<file path="config.mk">
export PLATFORM = sky130hd
export DESIGN_NAME = dmem_indirect
export DESIGN_NICKNAME = d
export VERILOG_FILES = /design/src/rtl/dmem_pkg.sv /design/src/rtl/dmem_ctrl.sv /design/src/rtl/dmem_dp.sv /design/src/rtl/dmem_indirect.sv
export SDC_FILE = /design/constraint.sdc
export NUM_CORES = 2
export LEC_CHECK = 0
export BUFFER_PORTS_ARGS = -buffer_cell sky130_fd_sc_hd__clkbuf_2
export CAP_MARGIN = 30
export CORE_UTILIZATION = 30
export CTS_CLUSTER_SIZE = 40
export DETAILED_ROUTE_END_ITERATION = 10
export GPL_TIMING_DRIVEN = 1
export PLACE_DENSITY_LB_ADDON = 0.3
export SETUP_SLACK_MARGIN = 0.3
export SLEW_MARGIN = 30
export SYNTH_ARGS = -nofsm -noshare
export SYNTH_HDL_FRONTEND = slang
export SYNTH_SLANG_ARGS = --single-unit
export TNS_END_PERCENT = 20
</file>
<file path="constraint.sdc">
create_clock -name clk -period 7.9 [get_ports clk]
set_clock_uncertainty 0.1 [all_clocks]
set_input_delay 0.79 -clock clk [delete_from_list [all_inputs] [get_ports clk]]
set_output_delay 0.79 -clock clk [all_outputs]
set_load 0.005 [all_outputs]
</file>
<file path="src/rtl/dmem_pkg.sv">
package dmem_pkg;
  localparam int AW = 8;
  localparam int DW = 8;
  localparam int BW = $clog2(DW);

  localparam logic [AW-1:0] IND_A_ADDR = 8'h00;
  localparam logic [AW-1:0] PTR_A_ADDR = 8'h01;
  localparam logic [AW-1:0] IND_B_ADDR = 8'h02;
  localparam logic [AW-1:0] PTR_B_ADDR = 8'h03;
  localparam logic [AW-1:0] ACC_ADDR   = 8'h05;

  typedef enum logic [2:0] {
    RG_NONE, RG_PTRA, RG_PTRB, RG_ACC, RG_PERIPH, RG_RAM
  } region_e;

  typedef enum logic [1:0] {
    OP_IDLE = 2'd0, OP_WRITE = 2'd1, OP_SET = 2'd2, OP_CLR = 2'd3
  } op_e;

  typedef struct packed {
    region_e       region;
    logic [AW-1:0] effAddr;
    logic          wrStb;
    logic          setStb;
    logic          clrStb;
  } ctrl_t;
endpackage

</file>
<file path="src/rtl/dmem_ctrl.sv">
module dmem_ctrl
  import dmem_pkg::*;
#(
  parameter logic [AW-1:0] PERIPH_LO = 8'h08,
  parameter logic [AW-1:0] PERIPH_HI = 8'h27,
  parameter logic [AW-1:0] GP_BASE   = 8'h40
) (
  input  logic [AW-1:0] addr,
  input  op_e           op,
  input  logic [AW-1:0] ptrA,
  input  logic [AW-1:0] ptrB,
  output ctrl_t         ctrl
);
  logic          isInd;
  logic          nullRef;
  logic [AW-1:0] eff;

  always_comb begin
    isInd   = (addr == IND_A_ADDR) || (addr == IND_B_ADDR);
    eff     = (addr == IND_A_ADDR) ? ptrA : (addr == IND_B_ADDR) ? ptrB : addr;
    nullRef = isInd && ((eff == IND_A_ADDR) || (eff == IND_B_ADDR));

    ctrl.effAddr = eff;
    if (nullRef)                                 ctrl.region = RG_NONE;
    else if (eff >= GP_BASE)                     ctrl.region = RG_RAM;
    else if (eff >= PERIPH_LO && eff <= PERIPH_HI) ctrl.region = RG_PERIPH;
    else if (eff == PTR_A_ADDR)                  ctrl.region = RG_PTRA;
    else if (eff == PTR_B_ADDR)                  ctrl.region = RG_PTRB;
    else if (eff == ACC_ADDR)                    ctrl.region = RG_ACC;
    else                                         ctrl.region = RG_NONE;

    ctrl.wrStb  = (op == OP_WRITE);
    ctrl.setStb = (op == OP_SET);
    ctrl.clrStb = (op == OP_CLR);
  end
endmodule

</file>
<file path="src/rtl/dmem_dp.sv">
module dmem_dp
  import dmem_pkg::*;
#(
  parameter logic [AW-1:0] GP_BASE = 8'h40
) (
  input  logic          clk,
  input  logic          rstN,
  input  ctrl_t         ctrl,
  input  logic [DW-1:0] wrData,
  input  logic [BW-1:0] bitSel,
  input  logic [DW-1:0] periphRdData,
  output logic [DW-1:0] rdData,
  output logic [AW-1:0] ptrA,
  output logic [AW-1:0] ptrB,
  output logic [DW-1:0] acc,
  output logic          periphSel,
  output logic [AW-1:0] periphAddr,
  output logic          periphWrEn,
  output logic [DW-1:0] periphWrData
);
  localparam int RAM_DEPTH = (1 << AW) - int'(GP_BASE);

  logic [DW-1:0] ram [RAM_DEPTH];
  logic [AW-1:0] ramOff;
  logic [DW-1:0] curVal;
  logic [DW-1:0] newVal;
  logic [DW-1:0] bitMask;
  logic          commit;

  always_comb begin
    ramOff  = ctrl.effAddr - GP_BASE;
    bitMask = DW'(1) << bitSel;
    case (ctrl.region)
      RG_PTRA:   curVal = ptrA;
      RG_PTRB:   curVal = ptrB;
      RG_ACC:    curVal = acc;
      RG_PERIPH: curVal = periphRdData;
      RG_RAM:    curVal = ram[ramOff];
      default:   curVal = '0;
    endcase
    if (ctrl.wrStb)       newVal = wrData;
    else if (ctrl.setStb) newVal = curVal | bitMask;
    else                  newVal = curVal & ~bitMask;
    commit = ctrl.wrStb || ctrl.setStb || ctrl.clrStb;
  end

  always_ff @(posedge clk or negedge rstN) begin
    if (!rstN) begin
      ptrA <= '0;
      ptrB <= '0;
      acc  <= '0;
      for (int i = 0; i < RAM_DEPTH; i++) ram[i] <= '0;
    end else if (commit) begin
      case (ctrl.region)
        RG_PTRA: ptrA <= newVal;
        RG_PTRB: ptrB <= newVal;
        RG_ACC:  acc  <= newVal;
        RG_RAM:  ram[ramOff] <= newVal;
        default: ;
      endcase
    end
  end

  assign rdData       = curVal;
  assign periphSel    = (ctrl.region == RG_PERIPH);
  assign periphAddr   = ctrl.effAddr;
  assign periphWrEn   = periphSel && commit;
  assign periphWrData = newVal;
endmodule

</file>
<file path="src/rtl/dmem_indirect.sv">
module dmem_indirect
  import dmem_pkg::*;
#(
  parameter logic [AW-1:0] PERIPH_LO = 8'h08,
  parameter logic [AW-1:0] PERIPH_HI = 8'h27,
  parameter logic [AW-1:0] GP_BASE   = 8'h40
) (
  input  logic          clk,
  input  logic          rstN,
  input  logic [AW-1:0] addr,
  input  logic [1:0]    op,
  input  logic [DW-1:0] wrData,
  input  logic [BW-1:0] bitSel,
  output logic [DW-1:0] rdData,
  output logic          periphSel,
  output logic [AW-1:0] periphAddr,
  output logic          periphWrEn,
  output logic [DW-1:0] periphWrData,
  input  logic [DW-1:0] periphRdData
);
  ctrl_t         ctrl;
  logic [AW-1:0] ptrA;
  logic [AW-1:0] ptrB;
  logic [DW-1:0] acc;

  dmem_ctrl #(.PERIPH_LO(PERIPH_LO), .PERIPH_HI(PERIPH_HI), .GP_BASE(GP_BASE)) u_ctrl (
    .addr(addr), .op(op_e'(op)), .ptrA(ptrA), .ptrB(ptrB), .ctrl(ctrl)
  );

  dmem_dp #(.GP_BASE(GP_BASE)) u_dp (
    .clk(clk), .rstN(rstN), .ctrl(ctrl), .wrData(wrData), .bitSel(bitSel),
    .periphRdData(periphRdData), .rdData(rdData), .ptrA(ptrA), .ptrB(ptrB),
    .acc(acc), .periphSel(periphSel), .periphAddr(periphAddr),
    .periphWrEn(periphWrEn), .periphWrData(periphWrData)
  );
endmodule

</file>
Yosys cells after proc, flatten, opt, wreduce, memory -nomap -nowiden
Index checks and enable logic that the tools add are counted.
W data, S select, Z words.
{"block": "classes", "mux": 17, "n_shift": 1, "magnitude_cmp": 5, "n_reduce_logical": 14, "n_eq_ne": 13, "bitwise": 4, "addsub": 1}
{"operator": "$bwmux W1536", "count": 1}
{"operator": "$bmux W8 S8", "count": 1}
{"operator": "$demux W8 S8", "count": 1}
{"operator": "$mux W8", "count": 7}
{"operator": "$pmux W8 S5", "count": 1}
{"operator": "$eq A8 B2 Y1 const B", "count": 3}
{"operator": "$logic_not A8 Y1", "count": 2}
{"operator": "$mux W3", "count": 5}
{"operator": "$ge A9 B9 Y1 const B", "count": 1}
{"operator": "$lt A9 B1 Y1 const B", "count": 1}
{"operator": "$not A8 Y9", "count": 1}
{"operator": "$and A8 B8 Y8", "count": 1}
{"operator": "$eq A8 B1 Y1 const B", "count": 1}
{"operator": "$eq A8 B3 Y1 const B", "count": 1}
{"operator": "$ge A8 B4 Y1 const B", "count": 1}
{"operator": "$ge A8 B7 Y1 const B", "count": 1}
{"operator": "$le A8 B6 Y1 const B", "count": 1}
{"operator": "$not A8 Y8", "count": 1}
{"operator": "$or A8 B8 Y8", "count": 1}
{"operator": "$reduce_and A2 Y1", "count": 4}
{"operator": "$shl A1 B3 Y8 const A", "count": 1}
{"operator": "$sub A8 B7 Y8 const B", "count": 1}
{"operator": "$eq A3 B2 Y1 const B", "count": 2}
{"operator": "$eq A3 B3 Y1 const B", "count": 2}
{"operator": "other kinds (6)", "count": 13}
{"block": "word_totals", "output_inout_bits": 26, "regBits": 1560, "input_bits": 31, "wordCells": 250}

Logic depth before layout (Yosys ltp)
{"block": "depth", "word_depth": 16, "ltp_mapped": 22, "mapped_depth_nobuf": 14}

Modules after synthesis
From an unflattened synthesis, not the netlist that was laid out.
{"block": "unflattened", "cells_unflattened": 6605, "hier_area_um2": 71442.3}
{"mod": "dmem_dp", "area_each_um2": 71081.9, "cells_per_inst": 6550, "seq_area_each_um2": 39037.4, "instances": 1}
{"mod": "dmem_ctrl", "area_each_um2": 360.3, "cells_per_inst": 55, "seq_area_each_um2": 0.0, "instances": 1}

Least setup slack after synthesis
No wires, ideal clock.
{"block": "synth_timing", "path_kind": "input -> output", "start": "input port addr[0]", "end": "output port periphWrData[0]", "arrival_time_ps": 4680, "cell_stages": 18, "path_buffers": 5, "slack_ps": 2330, "required_time_ps": 7010, "path_cell_list": "or4_1 -> buf_2 -> or4_1 -> and2_1 -> clkbuf_1 -> inv_1 -> ha_1 -> and3_1 -> and2_1 -> buf_2 -> mux2i_1 -> o21ai_0 -> nand2b_1 -> o31a_1 -> o2111ai_2 -> clkbuf_1 -> clkbuf_1 -> inv_1"}
{"block": "synth_via", "elab_chain_cells": 15, "elab_cells_between_ends": 37, "cone_classes": "add/sub (1); order compare (3); eq/ne (10); mux (14); bitwise (3); reduce/logical (6)"}
{"element": "start: declaration", "line_no": "dmem_indirect.sv:10", "rtl": "input logic [AW-1:0] addr,"}
{"element": "branches (longest 11 deep; another with $sub A8 B7 Y8)"}
{"element": "$pmux W8 S5 (*)", "line_no": "dmem_dp.sv:33", "rtl": "case (ctrl.region)"}
{"element": "net rdData[0]", "line_no": "dmem_indirect.sv:14", "rtl": "output logic [DW-1:0] rdData,"}
{"element": "$and A8 B8 Y8 or $or A8 B8 Y8 (tied branches)", "line_no": "dmem_dp.sv:43, dmem_dp.sv:42"}
{"element": "$mux W8 (*)", "line_no": "dmem_dp.sv:42", "rtl": "else if (ctrl.setStb) newVal = curVal | bitMask;"}
{"element": "$mux W8 (*)", "line_no": "dmem_dp.sv:41", "rtl": "if (ctrl.wrStb) newVal = wrData;"}
{"element": "end: declaration", "line_no": "dmem_indirect.sv:18", "rtl": "output logic [DW-1:0] periphWrData,"}
Mark *: on every way through the listed nets, which the timed path passes. The select of a mux whose other input is x is not followed.

Worst setup path after layout
{"block": "layout_timing", "start": "input port addr[5]", "end": "output port periphWrData[3]"}
{"block": "layout_via", "elab_chain_cells": 15, "elab_cells_between_ends": 37, "cone_classes": "add/sub (1); order compare (3); eq/ne (10); mux (14); bitwise (3); reduce/logical (6)"}
{"element": "branches (longest 11 deep; another with $sub A8 B7 Y8)"}
{"element": "$pmux W8 S5 (*)", "line_no": "dmem_dp.sv:33"}
{"element": "$and A8 B8 Y8 or $or A8 B8 Y8 (tied branches)", "line_no": "dmem_dp.sv:43, dmem_dp.sv:42"}
{"element": "$mux W8 (*)", "line_no": "dmem_dp.sv:42"}
{"element": "$mux W8 (*)", "line_no": "dmem_dp.sv:41"}
Mark *: on every way between the ends. The select of a mux whose other input is x is not followed.

==> key figures <==
Critical path
  • Required @ worst endpoint: 7.01 ns
  • Max incr delay on CP: 0.76 ns
  • Crit-path leading delay family: simple AND/OR/NAND/NOR gates
  • Most frequent CP cell: clkbuf_2
  • CP Capture Type: primary output
  • Startpoint Class: primary input
  • Worst-path fanout max: 67
  • Worst Path Buf+Inv: 6
  • CP cell instances: clkbuf_2 -> nor3_4 -> a31oi_4 -> inv_8 -> buf_12 -> buf_4 -> nand2_1 -> nand3_1 -> a21oi_1 -> nor4_1 -> nand4_1 -> and3_1 -> nor3_1 -> a221oi_4 -> inv_2 -> clkbuf_2
  • WP data arrival: 6.28 ns
  • Crit path kind: in -> out
  • Crit-path slowest cell: nor4_1

Die
  • DIE WIDTH: 492 um
  • Core area: about 0.24 sq mm
  • Chip height: 492 um
  • Boundary Pins: 57
  • Die area: 0.242 sq mm
  • # rows: 179
  • Starting Density: between 30% and 40%

Global routing
  • Largest net degree at the start of global routing: 169
  • First-pass GRT wire length: 410 mm
  • Vias in the first global route: 58664
  • Gr usage total: between 20% and 30%
  • GRT Residual Overflow: 0
  • Initial antenna violation count: 11

Final layout
  • FF/Latch Area: 0.0390 sq mm
  • Layout fillers: 24429
  • Multi-input gate area: approximately 0.030 sq mm
  • Layout Area Growth over Synthesis: 13.8%
  • # nets final: 8114
  • Final core utilization: 34.4%
  • Layout cells sized above 1: 7.95%

STA
  • Fmax: 140 MHz
  • Max Slew Vio Count: 0
  • Tcrit/Tclk final: 90.7%
  • RSZ-0062 raised after global routing: false
  • Slew HR: 26.7%
  • Final setup vio count: 0
  • Final Hold Violating Endpoints: 0
  • Tightest Pin Transition: approximately 1.1 ns
  • Setup TNS: 0 ns
  • Final min period: slightly above 7 ns

Status
  • Status: finished with violations
  • Failing checks: design-rule violations

Clock tree
  • CTS resizes: 0
  • Clk_lat worst skew: 0.84 ns
  • CTS tree: done
  • Postcts setup bufs: 0
  • Hold buffer count at cts: 1
  • Clock transition at the registers of the reported paths: around 0.06 ns
  • H-tree levels: 4
  • Root buffer cell: clkbuf_16
  • # clock sinks: ~1600
  • CTS Buf Count: roughly 170
  • Max Buffers Root-to-Sink: 3

Yosys
  • YS warnings: 0
  • Synthesized instance count: slightly above 8000
  • Ys async rst share: 100%
  • Post-Synth XOR/XNOR Area: less than 1%
  • Post-synthesis compound-gate area fraction: 15.6%
  • Proportion of synthesized area in mux cells: 5.45%
  • Synthesized cell area: ~0.07 sq mm
  • Distinct cells, synth: 86
  • Area contributors post-synth: dfrtp_1 (54%), nand2_1 (9.5%), nor2_1 (6.2%)
  • FF+latch count, synth: approximately 1600
  • Yosys top cell by area: dfrtp_1
  • Synth Flop Type: dfrtp_1
  • Mapped Nets: 8212
  • Post-synth EDFFs: 0
  • Post-synth top area share: 54.3%
  • Sequential area share after synthesis: 54.3%
  • Simple-gate share of the synthesized area: roughly a fifth
  • Average size of a mapped cell: 8.80 sq um
  • Largest family of logic cells by synthesized area: simple AND/OR/NAND/NOR gates
  • Post-Synth Adder-Cell Area: 0.101%

Power and ir drop
  • Leakage: 35.6 nW
  • Maximum vdd drop: ~280 uV
  • Total power per unit cell area: 243 mW/mm^2

Placement
  • RD Place Congestion: between 0.9 and 1
  • HPWL Detailed: roughly 180 mm
  • IO buf count: 56

Routing
  • Drt drc: 22
  • Vias per inst: 5.43
  • First-pass DRT Iterations: 10
  • Drt wl/cell: roughly 24 um
  • Vias: 61855
  • Routed Antenna Nets: 0
  • Post-Route WL: roughly 280 mm
  • First DRT Iteration DRCs: 7536

Min path
  • Hold Crit Class: reg -> reg

Run
  • Max-Cap Viols: 0
==> registers in the layout (all words and copies together) (netlist names) <==
name	flops
u_dp.ptrA	8
u_dp.acc	8
u_dp.ptrB	8
u_dp.ram	1536
==> power breakdown <==
| group | switching, mW | internal [mW] | total [mW] |
|---|---|---|---|
| registers | 0.339 | 8.62 | 8.96 |
| logic | 1.93 | 0.755 | 2.69 |
| clock network | 3.49 | 4.72 | 8.21 |
==> cells in the final DEF, fill, tap and decap left out, types with 32 or more instances in the layout <==
master and count:
nor2_1 1176, a32oi_1 34, o21ai_0 640, buf_12 44, clkbuf_2 55, mux4_2 32, a211oi_1 35, inv_1 35
a31oi_1 242, clkbuf_16 171, a21oi_1 825, mux2i_1 316, dfrtp_1 1560, clkinv_2 33, clkbuf_8 41, nand2_1 1822
clkbuf_1 35, buf_4 166, nand4_1 40, a311oi_1 53, nand3_1 535
==> cells in the mapped netlist (all sizes together) (4+ instances only) <==
cell type  instances
inv               43
nor2            1183
a2111oi            7
nor3              26
mux2i            316
a311oi            53
a21oi            832
dfrtp           1560
nand2b             4
a22oi             21
and3              15
nor2b              7
o22ai             14
a31oi            244
a221oi            17
or2                4
a21o               5
a32oi             34
ha                 5
o2111ai            8
o211ai             9
or4                4
buf              313
o21ai            644
nor4              16
clkbuf           226
a32o               6
a211oi            36
nand2           1825
and2              16
nand3            535
mux4              32
nand4             40
o31ai             14
==> worst reg2reg max path, stage by stage (launching register included) <==
cell and delay, ns:
dfrtp_1 0.40, mux2_2 0.30, a31oi_4 0.41, inv_8 0.34, buf_12 0.35, buf_4 0.41, a211oi_1 0.54, a311oi_1 0.15
o31ai_1 0.30, o311ai_0 0.24, o211a_1 0.25, o32a_1 0.32, a211o_1 0.33, a21oi_4 0.21, buf_12 0.48, buf_16 0.41
a21oi_1 0.36
==> per-stage QoR <==
step | area [sq um] | setup WS (ns) | hold WS, ns | total power, mW | instances
after floorplan | 71900 | 2.33 | 0.345 | 10.6 | 8176
final | 81900 | 0.735 | 0.372 | 19.9 | 11393
after detailed placement | 76000 | 0.868 | 0.366 | 11.7 | 11071
after global routing | 81800 | 0.739 | 0.337 | 20.6 | 11386
after global placement | 76000 | 0.909 | 0.355 | 11.7 | 11070
after CTS | 81800 | 0.838 | 0.285 | 19.9 | 11382
==> final cells by class <==
cell class              count  area share (%)
clock buffers             247            6.08
well taps                3167            4.84
diodes                      8          0.0245
multi-input cells        6033            37.2
flip-flops and latches   1560            47.7
inverters                  44           0.228
repair buffers            271            3.08
clock inverters            63           0.883
==> cell families after synthesis <==
kind of cell,after synthesis
fa+ha+maj,6
buf+inv,583
xor+xnor,1
simple gates,3689
mux,351
flops,1560
compound gates,1986
==> final timing paths <==
check,start,to,slack [ns],cells after the start
worst max-delay path,addr[5],periphWrData[3],0.73,16
worst min-delay path,u_dp.ram[1470]$_DFFE_PN0P_,u_dp.ram[1470]$_DFFE_PN0P_,0.37,2
worst max register to register,u_dp.ptrA[0]$_DFFE_PN0P_,u_dp.ram[1353]$_DFFE_PN0P_,1.84,16
worst min register to register,u_dp.ram[1470]$_DFFE_PN0P_,u_dp.ram[1470]$_DFFE_PN0P_,0.37,2
max in group asynchronous,rstN,u_dp.ram[1135]$_DFFE_PN0P_,5.31,4
min in group asynchronous,rstN,u_dp.ram[678]$_DFFE_PN0P_,0.45,2
==> per-layer routing <==
layer	part of all wire, %	up-vias	GRT usage [%]
li1	-	27907	-
met1	42	30558	30.3
met2	44	2780	34.6
met3	9.2	600	5.39
met4	4.9	10	10.6
met5	0.024	-	0
No activity file was read; power rests on OpenSTA's default activity.
